===== config.mk =====
export PLATFORM = sky130hd
export DESIGN_NAME = bkpt_trigger
export DESIGN_NICKNAME = d
export VERILOG_FILES = /design/src/rtl/bkpt_pkg.sv /design/src/rtl/bkpt_cfg_regs.sv /design/src/rtl/bkpt_addr_chan.sv /design/src/rtl/bkpt_data_chan.sv /design/src/rtl/bkpt_combiner.sv /design/src/rtl/bkpt_trigger.sv
export SDC_FILE = /design/constraint.sdc
export NUM_CORES = 1
export LEC_CHECK = 0
export BUFFER_PORTS_ARGS = -buffer_cell sky130_fd_sc_hd__buf_2
export CAP_MARGIN = 20
export CORE_MARGIN = 4
export CORE_UTILIZATION = 55
export CTS_BUF_LIST = sky130_fd_sc_hd__clkbuf_2
export DETAILED_ROUTE_END_ITERATION = 16
export GPL_ROUTABILITY_DRIVEN = 0
export GPL_TIMING_DRIVEN = 0
export PLACE_DENSITY = 0.78
export SKIP_CTS_REPAIR_TIMING = 1
export SYNTH_ARGS = -nofsm -noshare
export SYNTH_HDL_FRONTEND = slang
export SYNTH_SLANG_ARGS = --single-unit
export TNS_END_PERCENT = 5

===== constraint.sdc =====
create_clock -name clk -period 5.7 [get_ports clk]
set_input_delay 1.14 -clock clk [delete_from_list [all_inputs] [get_ports clk]]
set_output_delay 1.14 -clock clk [all_outputs]
set_load 0.01 [all_outputs]

===== src/rtl/bkpt_pkg.sv =====
package bkpt_pkg;

    localparam int REG_AW = 3;

    localparam logic [REG_AW-1:0] REG_CTRL  = 3'd0;
    localparam logic [REG_AW-1:0] REG_C1REF = 3'd1;
    localparam logic [REG_AW-1:0] REG_C2REF = 3'd2;
    localparam logic [REG_AW-1:0] REG_C2MSK = 3'd3;
    localparam logic [REG_AW-1:0] REG_COUNT = 3'd4;

    typedef enum logic [1:0] {
        Q_FETCH  = 2'd0,
        Q_ACCESS = 2'd1,
        Q_ANY    = 2'd2,
        Q_NEVER  = 2'd3
    } qual_e;

    localparam logic [2:0] CMB_CH1 = 3'd0;
    localparam logic [2:0] CMB_CH2 = 3'd1;
    localparam logic [2:0] CMB_OR  = 3'd2;
    localparam logic [2:0] CMB_AND = 3'd3;
    localparam logic [2:0] CMB_SEQ = 3'd4;

    localparam logic [1:0] DW_8  = 2'd0;
    localparam logic [1:0] DW_16 = 2'd1;

    // packed from msb to lsb so that the layout equals the control word bits
    typedef struct packed {
        logic       cnt_en;   // 12
        logic [1:0] dw;       // 11:10
        qual_e      c2_q;     // 9:8
        logic       c2_src;   // 7
        qual_e      c1_q;     // 6:5
        logic       c1_src;   // 4
        logic [2:0] comb;     // 3:1
        logic       en;       // 0
    } ctrl_t;

    localparam int CTRL_W = $bits(ctrl_t);

    function automatic logic qual_hit(qual_e q, logic f, logic r, logic w);
        logic ok;
        case (q)
            Q_FETCH:  ok = f;
            Q_ACCESS: ok = r | w;
            Q_ANY:    ok = f | r | w;
            default:  ok = 1'b0;
        endcase
        return ok;
    endfunction

endpackage


===== src/rtl/bkpt_cfg_regs.sv =====
module bkpt_cfg_regs
    import bkpt_pkg::*;
#(
    parameter int ADDR_W = 24,
    parameter int DATA_W = 32,
    parameter int CNT_W  = 16
) (
    input  logic                  clk,
    input  logic                  rst_n,
    input  logic                  cfg_we,
    input  logic [REG_AW-1:0]     cfg_addr,
    input  logic [DATA_W-1:0]     cfg_wdata,
    output ctrl_t                 ctrl,
    output logic [ADDR_W-1:0]     c1_ref,
    output logic [DATA_W-1:0]     c2_ref,
    output logic [DATA_W-1:0]     c2_mask,
    output logic [CNT_W-1:0]      cnt_n
);

    always_ff @(posedge clk) begin
        if (!rst_n) begin
            ctrl    <= '0;
            c1_ref  <= '0;
            c2_ref  <= '0;
            c2_mask <= '0;
            cnt_n   <= '0;
        end else if (cfg_we) begin
            case (cfg_addr)
                REG_CTRL:  ctrl    <= ctrl_t'(cfg_wdata[CTRL_W-1:0]);
                REG_C1REF: c1_ref  <= cfg_wdata[ADDR_W-1:0];
                REG_C2REF: c2_ref  <= cfg_wdata;
                REG_C2MSK: c2_mask <= cfg_wdata;
                REG_COUNT: cnt_n   <= cfg_wdata[CNT_W-1:0];
                default: ;
            endcase
        end
    end

endmodule


===== src/rtl/bkpt_addr_chan.sv =====
module bkpt_addr_chan
    import bkpt_pkg::*;
#(
    parameter int ADDR_W = 24
) (
    input  logic              use_data,
    input  qual_e             qual,
    input  logic [ADDR_W-1:0] ref_addr,
    input  logic [ADDR_W-1:0] p_addr,
    input  logic              p_fetch,
    input  logic              p_rd,
    input  logic              p_wr,
    input  logic [ADDR_W-1:0] x_addr,
    input  logic              x_rd,
    input  logic              x_wr,
    output logic              hit
);

    always_comb begin
        if (use_data) begin
            // the data bus carries no fetches
            hit = (x_addr == ref_addr) && qual_hit(qual, 1'b0, x_rd, x_wr);
        end else begin
            hit = (p_addr == ref_addr) && qual_hit(qual, p_fetch, p_rd, p_wr);
        end
    end

endmodule


===== src/rtl/bkpt_data_chan.sv =====
module bkpt_data_chan
    import bkpt_pkg::*;
#(
    parameter int DATA_W = 32
) (
    input  logic [1:0]        dw,
    input  qual_e             qual,
    input  logic [DATA_W-1:0] ref_val,
    input  logic [DATA_W-1:0] mask,
    input  logic [DATA_W-1:0] data,
    input  logic              rd,
    input  logic              wr,
    output logic              hit
);

    logic [DATA_W-1:0] win;
    logic [DATA_W-1:0] diff;

    for (genvar i = 0; i < DATA_W; i++) begin : g_win
        if (i < 8) begin : g_b
            assign win[i] = 1'b1;
        end else if (i < 16) begin : g_h
            assign win[i] = (dw != DW_8);
        end else begin : g_w
            assign win[i] = (dw != DW_8) && (dw != DW_16);
        end
    end

    assign diff = (data ^ ref_val) & mask & win;
    assign hit  = (diff == '0) && qual_hit(qual, 1'b0, rd, wr);

endmodule


===== src/rtl/bkpt_combiner.sv =====
module bkpt_combiner
    import bkpt_pkg::*;
#(
    parameter int CNT_W = 16
) (
    input  logic             clk,
    input  logic             rst_n,
    input  logic             cfg_we,
    input  logic             en,
    input  logic [2:0]       comb,
    input  logic             cnt_en,
    input  logic [CNT_W-1:0] cnt_n,
    input  logic             m1,
    input  logic             m2,
    output logic             trig
);

    typedef enum logic [1:0] {
        ST_OFF   = 2'd0,
        ST_IDLE  = 2'd1,
        ST_ARMED = 2'd2
    } st_e;

    localparam logic [CNT_W:0] ONE = 1;

    st_e              state, state_nx;
    logic             seq_mode;
    logic             active;
    logic             ev;
    logic             last;
    logic             fire;
    logic [CNT_W-1:0] hits;
    logic [CNT_W:0]   n_eff;
    logic [CNT_W:0]   hits_inc;

    assign seq_mode = (comb == CMB_SEQ);
    assign active   = (state != ST_OFF) && en && !cfg_we;

    // next-state logic
    always_comb begin
        state_nx = state;
        unique case (state)
            ST_OFF: begin
                if (en) state_nx = ST_IDLE;
            end
            ST_IDLE: begin
                if (!en)                  state_nx = ST_OFF;
                else if (seq_mode && m1)  state_nx = ST_ARMED;
            end
            ST_ARMED: begin
                if (!en)                  state_nx = ST_OFF;
                else if (!seq_mode)       state_nx = ST_IDLE;
                else if (m2)              state_nx = ST_IDLE;
            end
            default: state_nx = ST_OFF;
        endcase
        if (cfg_we) state_nx = ST_IDLE;
    end

    always_ff @(posedge clk) begin
        if (!rst_n) state <= ST_OFF;
        else        state <= state_nx;
    end

    // combined occurrence
    always_comb begin
        unique case (comb)
            CMB_CH1: ev = m1;
            CMB_CH2: ev = m2;
            CMB_OR:  ev = m1 | m2;
            CMB_AND: ev = m1 & m2;
            CMB_SEQ: ev = (state == ST_ARMED) && m2;
            default: ev = 1'b0;
        endcase
    end

    // occurrence counter
    assign n_eff    = (cnt_n == '0) ? ONE : {1'b0, cnt_n};
    assign hits_inc = {1'b0, hits} + ONE;
    assign last     = !cnt_en || (hits_inc >= n_eff);
    assign fire     = active && ev && last;

    always_ff @(posedge clk) begin
        if (!rst_n || cfg_we || !en) begin
            hits <= '0;
        end else if (active && ev && cnt_en) begin
            hits <= last ? '0 : hits_inc[CNT_W-1:0];
        end
    end

    // output register
    always_ff @(posedge clk) begin
        if (!rst_n) trig <= 1'b0;
        else        trig <= fire;
    end

    a_r12_trig_needs_match: assert property (@(posedge clk) disable iff (!rst_n)
        trig |-> $past(m1 || m2));
    a_r10_write_quiet: assert property (@(posedge clk) disable iff (!rst_n)
        cfg_we |=> !trig);
    a_r11_off_quiet: assert property (@(posedge clk) disable iff (!rst_n)
        (!en && !cfg_we) |=> !trig);
    a_r7_seq_was_armed: assert property (@(posedge clk) disable iff (!rst_n)
        (trig && seq_mode) |-> $past(state == ST_ARMED));
    a_r6_and_both: assert property (@(posedge clk) disable iff (!rst_n)
        (trig && comb == CMB_AND) |-> $past(m1 && m2));
    a_r8_hits_bound: assert property (@(posedge clk) disable iff (!rst_n)
        {1'b0, hits} < n_eff);

endmodule


===== src/rtl/bkpt_trigger.sv =====
module bkpt_trigger
    import bkpt_pkg::*;
#(
    parameter int ADDR_W = 24,
    parameter int DATA_W = 32,
    parameter int CNT_W  = 16
) (
    input  logic              clk,
    input  logic              rst_n,
    input  logic              cfg_we,
    input  logic [REG_AW-1:0] cfg_addr,
    input  logic [DATA_W-1:0] cfg_wdata,
    input  logic [ADDR_W-1:0] p_addr,
    input  logic              p_fetch,
    input  logic              p_rd,
    input  logic              p_wr,
    input  logic [ADDR_W-1:0] x_addr,
    input  logic              x_rd,
    input  logic              x_wr,
    input  logic [DATA_W-1:0] d_data,
    output logic              trig
);

    ctrl_t             ctl;
    logic [ADDR_W-1:0] c1_ref;
    logic [DATA_W-1:0] c2_ref;
    logic [DATA_W-1:0] c2_mask;
    logic [CNT_W-1:0]  cnt_n;
    logic              m1;
    logic              m2;
    logic              m2_prog;
    logic              m2_data;

    bkpt_cfg_regs #(.ADDR_W(ADDR_W), .DATA_W(DATA_W), .CNT_W(CNT_W)) u_regs (
        .clk       (clk),
        .rst_n     (rst_n),
        .cfg_we    (cfg_we),
        .cfg_addr  (cfg_addr),
        .cfg_wdata (cfg_wdata),
        .ctrl      (ctl),
        .c1_ref    (c1_ref),
        .c2_ref    (c2_ref),
        .c2_mask   (c2_mask),
        .cnt_n     (cnt_n)
    );

    bkpt_addr_chan #(.ADDR_W(ADDR_W)) u_ch1 (
        .use_data (ctl.c1_src),
        .qual     (ctl.c1_q),
        .ref_addr (c1_ref),
        .p_addr   (p_addr),
        .p_fetch  (p_fetch),
        .p_rd     (p_rd),
        .p_wr     (p_wr),
        .x_addr   (x_addr),
        .x_rd     (x_rd),
        .x_wr     (x_wr),
        .hit      (m1)
    );

    bkpt_addr_chan #(.ADDR_W(ADDR_W)) u_ch2_prog (
        .use_data (1'b0),
        .qual     (ctl.c2_q),
        .ref_addr (c2_ref[ADDR_W-1:0]),
        .p_addr   (p_addr),
        .p_fetch  (p_fetch),
        .p_rd     (p_rd),
        .p_wr     (p_wr),
        .x_addr   (x_addr),
        .x_rd     (x_rd),
        .x_wr     (x_wr),
        .hit      (m2_prog)
    );

    bkpt_data_chan #(.DATA_W(DATA_W)) u_ch2_data (
        .dw      (ctl.dw),
        .qual    (ctl.c2_q),
        .ref_val (c2_ref),
        .mask    (c2_mask),
        .data    (d_data),
        .rd      (x_rd),
        .wr      (x_wr),
        .hit     (m2_data)
    );

    assign m2 = ctl.c2_src ? m2_data : m2_prog;

    bkpt_combiner #(.CNT_W(CNT_W)) u_comb (
        .clk    (clk),
        .rst_n  (rst_n),
        .cfg_we (cfg_we),
        .en     (ctl.en),
        .comb   (ctl.comb),
        .cnt_en (ctl.cnt_en),
        .cnt_n  (cnt_n),
        .m1     (m1),
        .m2     (m2),
        .trig   (trig)
    );

    a_r3_data_side_access: assert property (@(posedge clk) disable iff (!rst_n)
        (ctl.c1_src && m1) |-> (x_rd || x_wr));
    a_r4_value_needs_strobe: assert property (@(posedge clk) disable iff (!rst_n)
        (ctl.c2_src && m2) |-> (x_rd || x_wr));

endmodule


== After elaboration in Yosys (flattened, before gate mapping) ==
Index checks and enable logic that the tools add are counted.

* Bitwise gates (word level): 10
* Reduce and logical (&&, ||, !) cells: 38
* Mux-type cells: 19
* $lt $le $gt $ge: 1
* Eq/ne operators: 24
* Div/mod/pow operators: 0
* Add/subtract/negate cells: 1
* Multipliers: 0
* Shift-type cells: 0

{| class="wikitable"
|+ Operators by type and width
! cell !! number
|-
| 24-bit equality test || 3
|-
| 32-bit bitwise AND || 2
|-
| 32-bit logical NOT || 1
|-
| 16-bit two-way mux || 2
|-
| 32-bit XOR || 1
|-
| 16-bit by 1-bit adder with 17-bit output (second input constant) || 1
|-
| 17-bit greater-or-equal comparator || 1
|-
| 16-bit logical NOT || 1
|-
| 3-bit by 2-bit equality test with 1-bit output (second input constant) || 4
|-
| 1-bit logical AND || 12
|-
| 2-bit two-way mux || 6
|-
| 2-bit AND reduction || 5
|-
| 4-bit by 3-bit inequality test with 1-bit output (second input constant) || 2
|-
| 1-bit two-way mux || 7
|-
| 2-bit by 1-bit equality test with 1-bit output (second input constant) || 3
|-
| 2-bit equality test (second input constant) || 3
|-
| 3-bit by 1-bit equality test with 1-bit output (second input constant) || 2
|-
| 3-bit equality test (second input constant) || 2
|-
| 2-bit logical NOT || 3
|-
| 3-bit logical NOT || 2
|-
| 1-bit one-hot mux with 3 select lines || 2
|-
| 2-bit one-hot mux with 3 select lines || 1
|-
| 3-bit AND reduction || 2
|-
| 2-bit OR reduction || 3
|-
| other kinds (12) || 22
|}

* Memories kept: 0
* Output and inout bits: 1
* Bits in latches: 0
* Memory bits (read-only): 0
* Word-level logic and storage cells: 109
* Bits in registers: 136
* Bits in writable memories: 0

== Logic depth before layout (Yosys ltp) ==
Gate-level depths: netlist (run 1).

* Depth after elaboration: 11
* Depth in mapped cells: 16

== By module ==
Synthesis (run 1) repeated with hierarchy kept, for this count alone.

* Cells, all modules: 840
* Area, all modules: 7601.0 µm²

{| class="wikitable"
|+ By module, submodules not included
! module !! area an instance (µm²) !! cells each !! times used
|-
| bkpt_cfg_regs || 4282.9 || 419 || 1
|-
| bkpt_combiner || 1639.1 || 214 || 1
|-
| bkpt_addr_chan || 600.6 || 75 || 2
|-
| bkpt_data_chan || 459.2 || 55 || 1
|-
| bkpt_trigger || 18.8 || 2 || 1
|}

== Worst setup path before layout (run 1) ==
Ideal clock, no wire load.

* Path type: reg-to-reg
* Start point: register u_comb.hits[2]
* End point: register u_comb.hits[2]
* Required time: 5584 ps
* Data arrival time: 3239 ps
* Setup time: 116 ps
* Buffers on the path: 3
* Slack: 2345 ps
* Stages on the path, launching flop included: 17
* Cells stage by stage: dfxtp_1 nand3_1 or3_1 clkbuf_1 nor2b_1 nand3_1 xnor2_1 ha_1 nand3_1 or4_1 o21ai_0 a31oi_1 o31a_1 clkbuf_1 and3_1 buf_4 a31o_1

* Word-level cells in the longest chain between the ends: 4

{| class="wikitable"
|+ Ends and longest elaborated chain
! element !! line !! source
|-
| start: declaration || bkpt_combiner.sv:32 || <nowiki>logic [CNT_W-1:0] hits;</nowiki>
|-
| start signal: assignment || bkpt_combiner.sv:87 || <nowiki>hits <= last ? '0 : hits_inc[CNT_W-1:0];</nowiki>
|-
| 16-bit by 1-bit adder with 17-bit output * || bkpt_combiner.sv:79 || <nowiki>assign hits_inc = {1'b0, hits} + ONE;</nowiki>
|-
| 17-bit greater-or-equal comparator || bkpt_combiner.sv:80 || <nowiki>assign last = !cnt_en || (hits_inc >= n_eff);</nowiki>
|-
| 1-bit logical OR || bkpt_combiner.sv:80 ||
|-
| 16-bit two-way mux * || bkpt_combiner.sv:87 ||
|}

Every way passes the cells marked *; elsewhere a longest branch is shown, timed or not.
A chain may end at the register's enable or synchronous reset.

== Worst setup path in the final report (run 1) ==
* Start point: register u_comb.hits[2]
* End point: register u_comb.hits[14]

The elaborated chain is that of the path after synthesis.

==> flow_summary.rst, run 1 <==
.. list-table::
   :header-rows: 1

   * - Metric
     - Value
   * - Mean post-synth cell area
     - 8.02 um^2
   * - Wire length after detailed routing
     - 22700 um
   * - Final hold violations
     - 0
   * - Result of the run
     - completed
   * - RSZ-0062 raised after global routing
     - no
   * - Ports
     - 124
   * - Most common cell after layout, fill and taps aside
     - sky130_fd_sc_hd__nand2_1
   * - Depth of the CTS H-tree
     - 4
   * - Clock network fraction of total power
     - 33.4%
   * - Number of antenna cells inserted
     - 0
   * - Sequential fraction of design power
     - 53.9%
   * - Half-perimeter wire length after detailed placement
     - 18000 um
   * - Overall fraction of global-route tracks in use
     - 28.6%
   * - Internal Pwr Total
     - 0.00128 W
   * - Largest net degree at the start of global routing
     - 17
   * - Number of max-capacitance violations reported
     - 0
   * - Number of synthesized register bits
     - 136
   * - Initial antenna violation count
     - 2
   * - Initial Utilization
     - 56.9%
   * - Tcrit/Tclk final
     - 70.5%
   * - Critical Path RT
     - 6.41 ns
   * - Clock-pin slew of the registers on the worst-case setup and hold paths
     - 0.21 ns
   * - Gate count after technology mapping
     - 951
   * - Final net count
     - 1241
   * - Combinational cell fraction of total power
     - 12.7%
   * - Fillers
     - 1239
   * - Area growth syn-to-layout
     - 14.2%
   * - Transition time at the pin with the least slew margin
     - 0.738 ns
   * - Predominant post-synthesis flop cell
     - sky130_fd_sc_hd__dfxtp_1
   * - First-pass GRT wire length
     - 35700 um
   * - Leakage component of the power
     - 3.23 nW
   * - Root Buffer
     - sky130_fd_sc_hd__clkbuf_2
   * - Residual antenna-violating net count after detailed routing
     - 0
   * - Number of global-route vias before repair
     - 6899
   * - Setup WS post-layout
     - 1.68 ns
   * - Pwr/cell area
     - 211 mW/mm^2
   * - Crit-path max FO
     - 10
   * - Count of port buffers added during placement
     - 123
   * - Post-detailed-route DRC marker count
     - 0
   * - Maximum clock frequency
     - 249 MHz
   * - Width of the die
     - 126 um
   * - Clk buf depth
     - 2
   * - Time the worst path needs with I/O delays and setup
     - 4.02 ns
   * - Setup CP Type
     - flip-flop to flip-flop
   * - Clock Sinks
     - 136
   * - Pre-antenna DRT Iters
     - 6
   * - Ratio of routed vias to standard cells
     - 5.64
   * - Placement-stage cell area
     - 0.00846 mm^2
   * - Final Instance Area
     - 0.00871 mm^2
   * - Async S/R FF share, synth
     - 0%
   * - Total vias in the final route
     - 7234
   * - Post-synth EDFFs
     - 0
   * - Clock latency at the later pin of the worst-skew pair
     - 0.77 ns
   * - Layout cell share with drive strength beyond 1
     - 14.6%
   * - Setup Viol. Count Final
     - 0
   * - Relative slew margins
     - 50.8%
   * - Final Max Slew Viols
     - 0
   * - Share of synthesized area occupied by flip-flops and latches
     - 35.7%
   * - Arrival @ worst endpoint
     - 4.72 ns
   * - Average wire per standard cell
     - 17.7 um
   * - Accumulated negative setup slack
     - 0 ns
   * - Number of warnings issued by yosys
     - 0
   * - Kind of start point of the critical path
     - flip-flop
   * - DIE AREA
     - 0.0158 mm^2
   * - Yosys cell types
     - 55
   * - Clock tree from TritonCTS
     - yes
   * - Total grt overflow
     - 0
   * - Row count
     - 42
   * - CTS buffer count
     - 17
   * - Sw Pwr
     - 0.000554 W
   * - Worst vdd ir
     - 0.228 mV
   * - Worst-case hold slack
     - 0.479 ns
   * - Hold crit path type
     - flip-flop to flip-flop
   * - Worst Setup End Kind
     - flip-flop
   * - Total standard cell area after synthesis
     - 0.00763 mm^2
   * - Switching part of the total
     - 30.2%
   * - DR iter-0 viols
     - 617
   * - Commonest cells after routing, fill and taps aside
     - sky130_fd_sc_hd__nand2_1, sky130_fd_sc_hd__dfxtp_1, sky130_fd_sc_hd__buf_2, sky130_fd_sc_hd__a21boi_0, sky130_fd_sc_hd__xnor2_1
   * - Core outline area
     - 0.0134 mm^2
   * - Dpl ws
     - 1.64 ns
   * - Net Count, Synth
     - 1099
   * - Worst clock skew
     - 0.0289 ns
   * - Overall die height
     - 126 um
[worst max-delay path, stage by stage (launching register included)]
cell and delay [ns]:
sky130_fd_sc_hd__dfxtp_1 0.48, sky130_fd_sc_hd__nand3_1 0.21, sky130_fd_sc_hd__or3_1 0.40, sky130_fd_sc_hd__clkbuf_1 0.16
sky130_fd_sc_hd__nor2b_1 0.25, sky130_fd_sc_hd__xor2_1 0.23, sky130_fd_sc_hd__ha_1 0.29, sky130_fd_sc_hd__a21o_1 0.17
sky130_fd_sc_hd__a211o_1 0.28, sky130_fd_sc_hd__a211oi_1 0.21, sky130_fd_sc_hd__o31a_1 0.18, sky130_fd_sc_hd__clkbuf_1 0.38
sky130_fd_sc_hd__clkbuf_1 0.43, sky130_fd_sc_hd__nand3_1 0.14, sky130_fd_sc_hd__mux2i_1 0.16
[sequential cells by signal (all words and copies together) (netlist names)]
name / flops
u_regs.cnt_n: 16
u_comb.trig: 1
u_regs.c2_mask: 32
u_comb.hits: 16
u_comb.state: 2
u_regs.c1_ref: 24
u_regs.c2_ref: 32
u_regs.ctrl: 13
[metrics by stage]
stage	instances	power, W	utilization (%)
global placement	1250	0.00123	63.1
finish	1282	0.00183	65.0
CTS	1282	0.00183	65.0
detailed placement	1250	0.00123	63.1
floorplan	951	0.00112	-
global route	1282	0.00190	65.0
[cells by family after synthesis]
family          synth area share (%)
simple gates                    23.4
compound gates                  18.7
xor+xnor                        13.6
flops                           35.7
fa+ha+maj                       4.10
buf+inv                         3.41
mux                             1.18
[per-layer routing]
metal,up-vias,global-route usage (%),routed length (um)
li1,3539,-,-
met1,3318,36.5,9340
met2,309,47.6,11000
met3,64,6.01,1660
met4,4,10.8,767
met5,-,0,26
[worst paths after layout]
check / start / to / slack (ns) / depth (start not counted)
setup / recovery: u_comb.hits[2]$_SDFFE_PP0P_ / u_comb.hits[14]$_SDFFE_PP0P_ / 1.68 / 14
hold / removal: u_regs.c2_mask[2]$_SDFFE_PN0P_ / u_regs.c2_mask[2]$_SDFFE_PN0P_ / 0.48 / 2
setup reg to reg: u_comb.hits[2]$_SDFFE_PP0P_ / u_comb.hits[14]$_SDFFE_PP0P_ / 1.68 / 14
hold reg to reg: u_regs.c2_mask[2]$_SDFFE_PN0P_ / u_regs.c2_mask[2]$_SDFFE_PN0P_ / 0.48 / 2
[power by group through the flow]
| stage | logic [W] | registers, W | clock network, W |
|---|---|---|---|
| 2_1_floorplan | 0.000121 | 0.00100 | 0 |
| 3_3_place_gp | 0.000224 | 0.00101 | 0 |
| 4_1_cts | 0.000228 | 0.000988 | 0.000615 |
| 5_1_grt | 0.000252 | 0.000991 | 0.000662 |
| 6_report | 0.000232 | 0.000989 | 0.000613 |
| 3_5_place_dp | 0.000227 | 0.00101 | 0 |
[cells in the mapped netlist (4+ instances only)]
cell type / number / area, um^2
sky130_fd_sc_hd__nand2_1: 273 / 1020
sky130_fd_sc_hd__dfxtp_1: 136 / 2720
sky130_fd_sc_hd__a21boi_0: 117 / 878
sky130_fd_sc_hd__xnor2_1: 83 / 727
sky130_fd_sc_hd__clkbuf_1: 44 / 165
sky130_fd_sc_hd__nand4_1: 36 / 225
sky130_fd_sc_hd__xor2_1: 35 / 307
sky130_fd_sc_hd__nand3_1: 29 / 145
sky130_fd_sc_hd__ha_1: 25 / 313
sky130_fd_sc_hd__inv_1: 22 / 82.6
sky130_fd_sc_hd__a22oi_1: 15 / 113
sky130_fd_sc_hd__nor2_1: 14 / 52.6
sky130_fd_sc_hd__a21o_1: 13 / 97.6
sky130_fd_sc_hd__a21oi_1: 12 / 60.1
sky130_fd_sc_hd__and3_1: 9 / 56.3
sky130_fd_sc_hd__mux2i_1: 9 / 90.1
sky130_fd_sc_hd__nor4_1: 8 / 50.1
sky130_fd_sc_hd__nand2b_1: 5 / 31.3
sky130_fd_sc_hd__nor2b_1: 5 / 31.3
sky130_fd_sc_hd__o21ai_0: 4 / 20.0
sky130_fd_sc_hd__o22ai_1: 4 / 25.0
sky130_fd_sc_hd__or4_1: 4 / 30.0
[final cells by class]
class                           count  area (um^2)  share of cell area (%)
Tap cell                          176          220                    2.53
Multi-Input combinational cell    747         4640                    53.3
Inverter                           22         82.6                   0.948
Buffer                             46          178                    2.04
Sequential cell                   136         2720                    31.3
Clock inverter                     15          165                    1.90
Clock buffer                       17         85.1                   0.977
Timing Repair Buffer              123          616                    7.07
No activity file was read; power rests on OpenSTA's default activity.
==> inputs of run 2 (changes only) <==
- ABC_AREA: unset -> 1
- clock period: 5.7 -> 4 ns (I/O delays scaled with it)
==> run 2 against run 1 <==
- synthesized cell count rose by 36%
- critical endpoint unchanged
- final cell count up 27%
- fmax is 19% higher
- combinational power is 87% higher
- critical path depth rose by 6
- core utilization shrank 1.6 points
- largest cell class unchanged
- area after synthesis rose by 6.8%
- sequential share of layout area is 1.7 points lower
==> flow_summary.rst, run 2 <==
.. list-table::
   :header-rows: 1

   * - Metric
     - Value
   * - Count of port buffers added during placement
     - 122 (was 123)
   * - Number of global-route vias before repair
     - 7744 (was 6899)
   * - Switching part of the total
     - 30.0% (was 30.2%)
   * - Clock latency at the later pin of the worst-skew pair
     - 0.72 ns (was 0.77 ns)
   * - Critical-path cell list
     - ha_1, nand2_1, nor3_2, nand2_1, nor2_4, nand2_1, xor2_1, ha_1, nand2_1, nor2_1, a211oi_1, nand2_1, nand2_1, nand2_1, nand2_1, buf_1, nand3_1, nand4_1, nand2_1, nor2_1 (was nand3_1, or3_1, clkbuf_1, nor2b_1, xor2_1, ha_1, a21o_1, a211o_1, a211oi_1, o31a_1, clkbuf_1, clkbuf_1, nand3_1, mux2i_1)
   * - Core outline area
     - 0.0145 mm^2 (was 0.0134 mm^2)
   * - Share of synthesized area occupied by flip-flops and latches
     - 33.4% (was 35.7%)
   * - Most common cell after layout, fill and taps aside
     - sky130_fd_sc_hd__nand2_1 (unchanged)
   * - Most instantiated cells after synthesis
     - sky130_fd_sc_hd__nand2_1, sky130_fd_sc_hd__inv_1, sky130_fd_sc_hd__nor2_1 (was sky130_fd_sc_hd__nand2_1, sky130_fd_sc_hd__dfxtp_1, sky130_fd_sc_hd__a21boi_0)
   * - Predominant post-synthesis flop cell
     - sky130_fd_sc_hd__dfxtp_1 (unchanged)
   * - Gate count after technology mapping
     - 1294 (was 951)
   * - Number of max-capacitance violations reported
     - 0 (unchanged)
   * - Initial antenna violation count
     - 3 (was 2)
   * - Cell count after placement
     - 1600 (was 1250)
   * - Accumulated negative setup slack
     - 0 ns (unchanged)
   * - Async S/R FF share, synth
     - 0% (unchanged)
   * - Clock Sinks
     - 136 (unchanged)
   * - Arrival @ worst endpoint
     - 4.03 ns (was 4.72 ns)
   * - Root Buffer
     - sky130_fd_sc_hd__clkbuf_2 (unchanged)
   * - Hold-critical path endpoint
     - u_regs.c2_ref[30]$_SDFFE_PN0P_ (was u_regs.c2_mask[2]$_SDFFE_PN0P_)
   * - DIE AREA
     - 0.0168 mm^2 (was 0.0158 mm^2)
   * - RSZ-0062 raised after global routing
     - no (unchanged)
   * - Relative slew margins
     - 34.8% (was 50.8%)
   * - Clk buf depth
     - 2 (unchanged)
   * - Mean post-synth cell area
     - 6.29 um^2 (was 8.02 um^2)
   * - Yosys cell types
     - 36 (was 55)
   * - Depth of the CTS H-tree
     - 4 (unchanged)
   * - Compound-cell area share of the yosys netlist
     - 16.7% (was 18.7%)
   * - Largest net degree at the start of global routing
     - 17 (unchanged)
   * - Number of synthesized register bits
     - 136 (unchanged)
   * - Beginning of the worst hold path
     - cfg_wdata[30] (was u_regs.c2_mask[2]$_SDFFE_PN0P_)
   * - Layout cell share with drive strength beyond 1
     - 11.8% (was 14.6%)
   * - Sw Pwr
     - 0.000815 W (was 0.000554 W)
   * - Clock-pin slew of the registers on the worst-case setup and hold paths
     - 0.19 ns (was 0.21 ns)
   * - DR iter-0 viols
     - 808 (was 617)
   * - Result of the run
     - completed (unchanged)
   * - Final Max Slew Viols
     - 0 (unchanged)
   * - R2R setup slack
     - 0.63 ns (was 1.68 ns)
   * - Overall die height
     - 130 um (was 126 um)
   * - Transition time at the pin with the least slew margin
     - 0.971 ns (was 0.738 ns)
   * - Biggest cell delay along the critical path
     - 0.47 ns (was 0.48 ns)
   * - Hold crit path type
     - input port to flip-flop (was flip-flop to flip-flop)
   * - Number of warnings issued by yosys
     - 0 (unchanged)
   * - Placement-stage cell area
     - 0.00898 mm^2 (was 0.00846 mm^2)
   * - Residual antenna-violating net count after detailed routing
     - 0 (unchanged)
   * - CTS buffer count
     - 17 (unchanged)
   * - Critical Path RT
     - 4.66 ns (was 6.41 ns)
   * - Top cell type by total area after synthesis
     - sky130_fd_sc_hd__dfxtp_1 (unchanged)
   * - Largest family of logic cells by synthesized area
     - simple AND/OR/NAND/NOR gates (unchanged)
   * - Final Instance Area
     - 0.00922 mm^2 (was 0.00871 mm^2)
   * - Maximum clock frequency
     - 297 MHz (was 249 MHz)
   * - Worst Setup End Kind
     - flip-flop (unchanged)
   * - Cell depth of the worst min-delay path
     - 3 (was 2)
   * - Leakage component of the power
     - 4.23 nW (was 3.23 nW)
   * - Final net count
     - 1583 (was 1241)
   * - Half-perimeter wire length after detailed placement
     - 20300 um (was 18000 um)
   * - FF-to-FF End
     - u_comb.hits[14]$_SDFFE_PP0P_ (unchanged)
   * - Critical R2R Launch
     - u_comb.hits[0]$_SDFFE_PP0P_ (was u_comb.hits[2]$_SDFFE_PP0P_)
   * - Setup CP Type
     - flip-flop to flip-flop (unchanged)
   * - Overall fraction of global-route tracks in use
     - 29.5% (was 28.6%)
   * - Post-detailed-route DRC marker count
     - 0 (unchanged)
   * - Clock network fraction of total power
     - 31.3% (was 33.4%)
   * - Commonest cells after routing, fill and taps aside
     - sky130_fd_sc_hd__nand2_1, sky130_fd_sc_hd__inv_1, sky130_fd_sc_hd__nor2_1, sky130_fd_sc_hd__dfxtp_1, sky130_fd_sc_hd__o21ai_0 (was sky130_fd_sc_hd__nand2_1, sky130_fd_sc_hd__dfxtp_1, sky130_fd_sc_hd__buf_2, sky130_fd_sc_hd__a21boi_0, sky130_fd_sc_hd__xnor2_1)
   * - Net Count, Synth
     - 1442 (was 1099)
   * - Ratio of routed vias to standard cells
     - 5.47 (was 5.64)
   * - Slowest-stage cell, CP
     - sky130_fd_sc_hd__dfxtp_1 (unchanged)
   * - Post-synthesis share of cell area spent on full adders, half adders and majority gates
     - 3.84% (was 4.10%)
   * - Average wire per standard cell
     - 15.4 um (was 17.7 um)
   * - Final hold violations
     - 0 (unchanged)
   * - Combinational cell fraction of total power
     - 15.9% (was 12.7%)
   * - Total vias in the final route
     - 8929 (was 7234)
   * - Portion of netlist area occupied by mux cells
     - 0% (was 1.18%)
   * - Wire length after detailed routing
     - 25100 um (was 22700 um)
   * - Total standard cell area after synthesis
     - 0.00814 mm^2 (was 0.00763 mm^2)
   * - Worst vdd ir
     - 0.205 mV (was 0.228 mV)
   * - Crit-path max FO
     - 10 (unchanged)
   * - Worst clock skew
     - 0.0369 ns (was 0.0289 ns)
   * - Post-synthesis xor/xnor area fraction
     - 3.44% (was 13.6%)
   * - Fillers
     - 1450 (was 1239)
   * - Total grt overflow
     - 0 (unchanged)
   * - Cell mode on critical path
     - sky130_fd_sc_hd__nand2_1 (was sky130_fd_sc_hd__clkbuf_1)
   * - Post-layout instance count excluding filler cells
     - 1633 (was 1282)
   * - Post-synth EDFFs
     - 0 (unchanged)
   * - Count of cells along the worst register-to-register path
     - 20 (was 14)
   * - Internal Pwr Total
     - 0.00190 W (was 0.00128 W)
   * - Post-synth top area share
     - 33.4% (was 35.7%)
   * - Width of the die
     - 130 um (was 126 um)
   * - Area growth syn-to-layout
     - 13.2% (was 14.2%)
   * - Most area-consuming cells after synthesis
     - sky130_fd_sc_hd__dfxtp_1, sky130_fd_sc_hd__nand2_1, sky130_fd_sc_hd__inv_1 (was sky130_fd_sc_hd__dfxtp_1, sky130_fd_sc_hd__nand2_1, sky130_fd_sc_hd__a21boi_0)
   * - Area share of and/or/nand/nor cells after synthesis
     - 30.0% (was 23.4%)
   * - Clock tree from TritonCTS
     - yes (unchanged)
   * - Most numerous cell in the Yosys netlist
     - sky130_fd_sc_hd__nand2_1 (unchanged)
   * - Ports
     - 124 (unchanged)
   * - First-pass GRT wire length
     - 38700 um (was 35700 um)
   * - Pwr/cell area
     - 294 mW/mm^2 (was 211 mW/mm^2)
   * - Sequential fraction of design power
     - 52.7% (was 53.9%)
   * - Tcrit/Tclk final
     - 84.2% (was 70.5%)
   * - Pre-antenna DRT Iters
     - 6 (unchanged)
   * - Initial Utilization
     - 56.0% (was 56.9%)
   * - Setup Viol. Count Final
     - 0 (unchanged)
   * - Row count
     - 44 (was 42)
   * - Registers with the most flip-flops
     - u_regs.c2_mask (32), u_regs.c2_ref (32), u_regs.c1_ref (24) (unchanged)
   * - Kind of start point of the critical path
     - flip-flop (unchanged)
   * - Time the worst path needs with I/O delays and setup
     - 3.37 ns (was 4.02 ns)
## run 2: cell type report
| class | count | area, um^2 | area share (%) |
|---|---|---|---|
| inverters | 223 | 837 | 9.08 |
| plain buffers | 43 | 181 | 1.97 |
| clock buffers | 20 | 100 | 1.09 |
| multi-input cells | 892 | 4400 | 47.7 |
| clock inverters | 12 | 133 | 1.44 |
| repair buffers | 122 | 611 | 6.62 |
| diodes | 1 | 2.50 | 0.0271 |
| well taps | 184 | 230 | 2.50 |
| flip-flops and latches | 136 | 2720 | 29.5 |
## run 2: metrics by stage
step                hold slack, ns  setup slack, ns  total power, W  util (%)
floorplan                    0.424             1.22         0.00170         -
global placement             0.433            0.776         0.00187      61.8
detailed placement           0.438            0.730         0.00188      61.8
CTS                          0.294            0.683         0.00270      63.4
global route                 0.305            0.382         0.00283      63.4
finish                       0.335            0.633         0.00271      63.4
## run 2: per-layer routing
layer / GRT usage, % / routed length, um / part of all wire, %
met5: 0 / 20 / 0.080
met4: 10.1 / 629 / 2.5
met3: 6.80 / 2730 / 11
met2: 43.5 / 10500 / 42
met1: 42.5 / 11200 / 45
## run 2: logic make-up (layout without fill, tap and decap cells)
| kind of cell | Yosys count | count (layout) |
|---|---|---|
| buffers and inverters | 266 | 420 |
| adders and majority gates | 25 | 25 |
| AOI/OAI and AO/OA | 269 | 269 |
| other | 0 | 1 |
| xor gates and xnor gates | 32 | 32 |
| DFF | 136 | 136 |
| and+or+nand+nor | 566 | 566 |
## run 2: power by group through the flow
stage                     clock network, W  logic, W  registers [W]
after floorplan                          0  0.000250        0.00145
after global placement                   0  0.000413        0.00146
after detailed placement                 0  0.000419        0.00146
after CTS                         0.000850  0.000422        0.00143
after global routing              0.000909  0.000482        0.00144
final                             0.000850  0.000433        0.00143
## run 2: worst max path at each step
stage | from | end | slack, ns | depth (start not counted)
floorplan | u_comb.hits[0]$_SDFFE_PP0P_ | u_comb.hits[2]$_SDFFE_PP0P_ | 1.22 | 20
global placement | u_comb.hits[0]$_SDFFE_PP0P_ | u_comb.hits[11]$_SDFFE_PP0P_ | 0.78 | 20
detailed placement | u_comb.hits[0]$_SDFFE_PP0P_ | u_comb.hits[14]$_SDFFE_PP0P_ | 0.73 | 20
CTS | u_comb.hits[0]$_SDFFE_PP0P_ | u_comb.hits[14]$_SDFFE_PP0P_ | 0.68 | 20
global route | u_comb.hits[0]$_SDFFE_PP0P_ | u_comb.hits[5]$_SDFFE_PP0P_ | 0.38 | 20
finish | u_comb.hits[0]$_SDFFE_PP0P_ | u_comb.hits[14]$_SDFFE_PP0P_ | 0.63 | 20
## run 2: worst max-delay path: cells and delay by family, from the launching register on
| kind | cells | cell delay [ns] |
|---|---|---|
| xor+xnor | 1 | 0.22 |
| simple gates | 15 | 1.57 |
| buf+inv | 1 | 0.38 |
| fa+ha+maj | 2 | 0.51 |
| compound gates | 1 | 0.17 |
| flops | 1 | 0.47 |
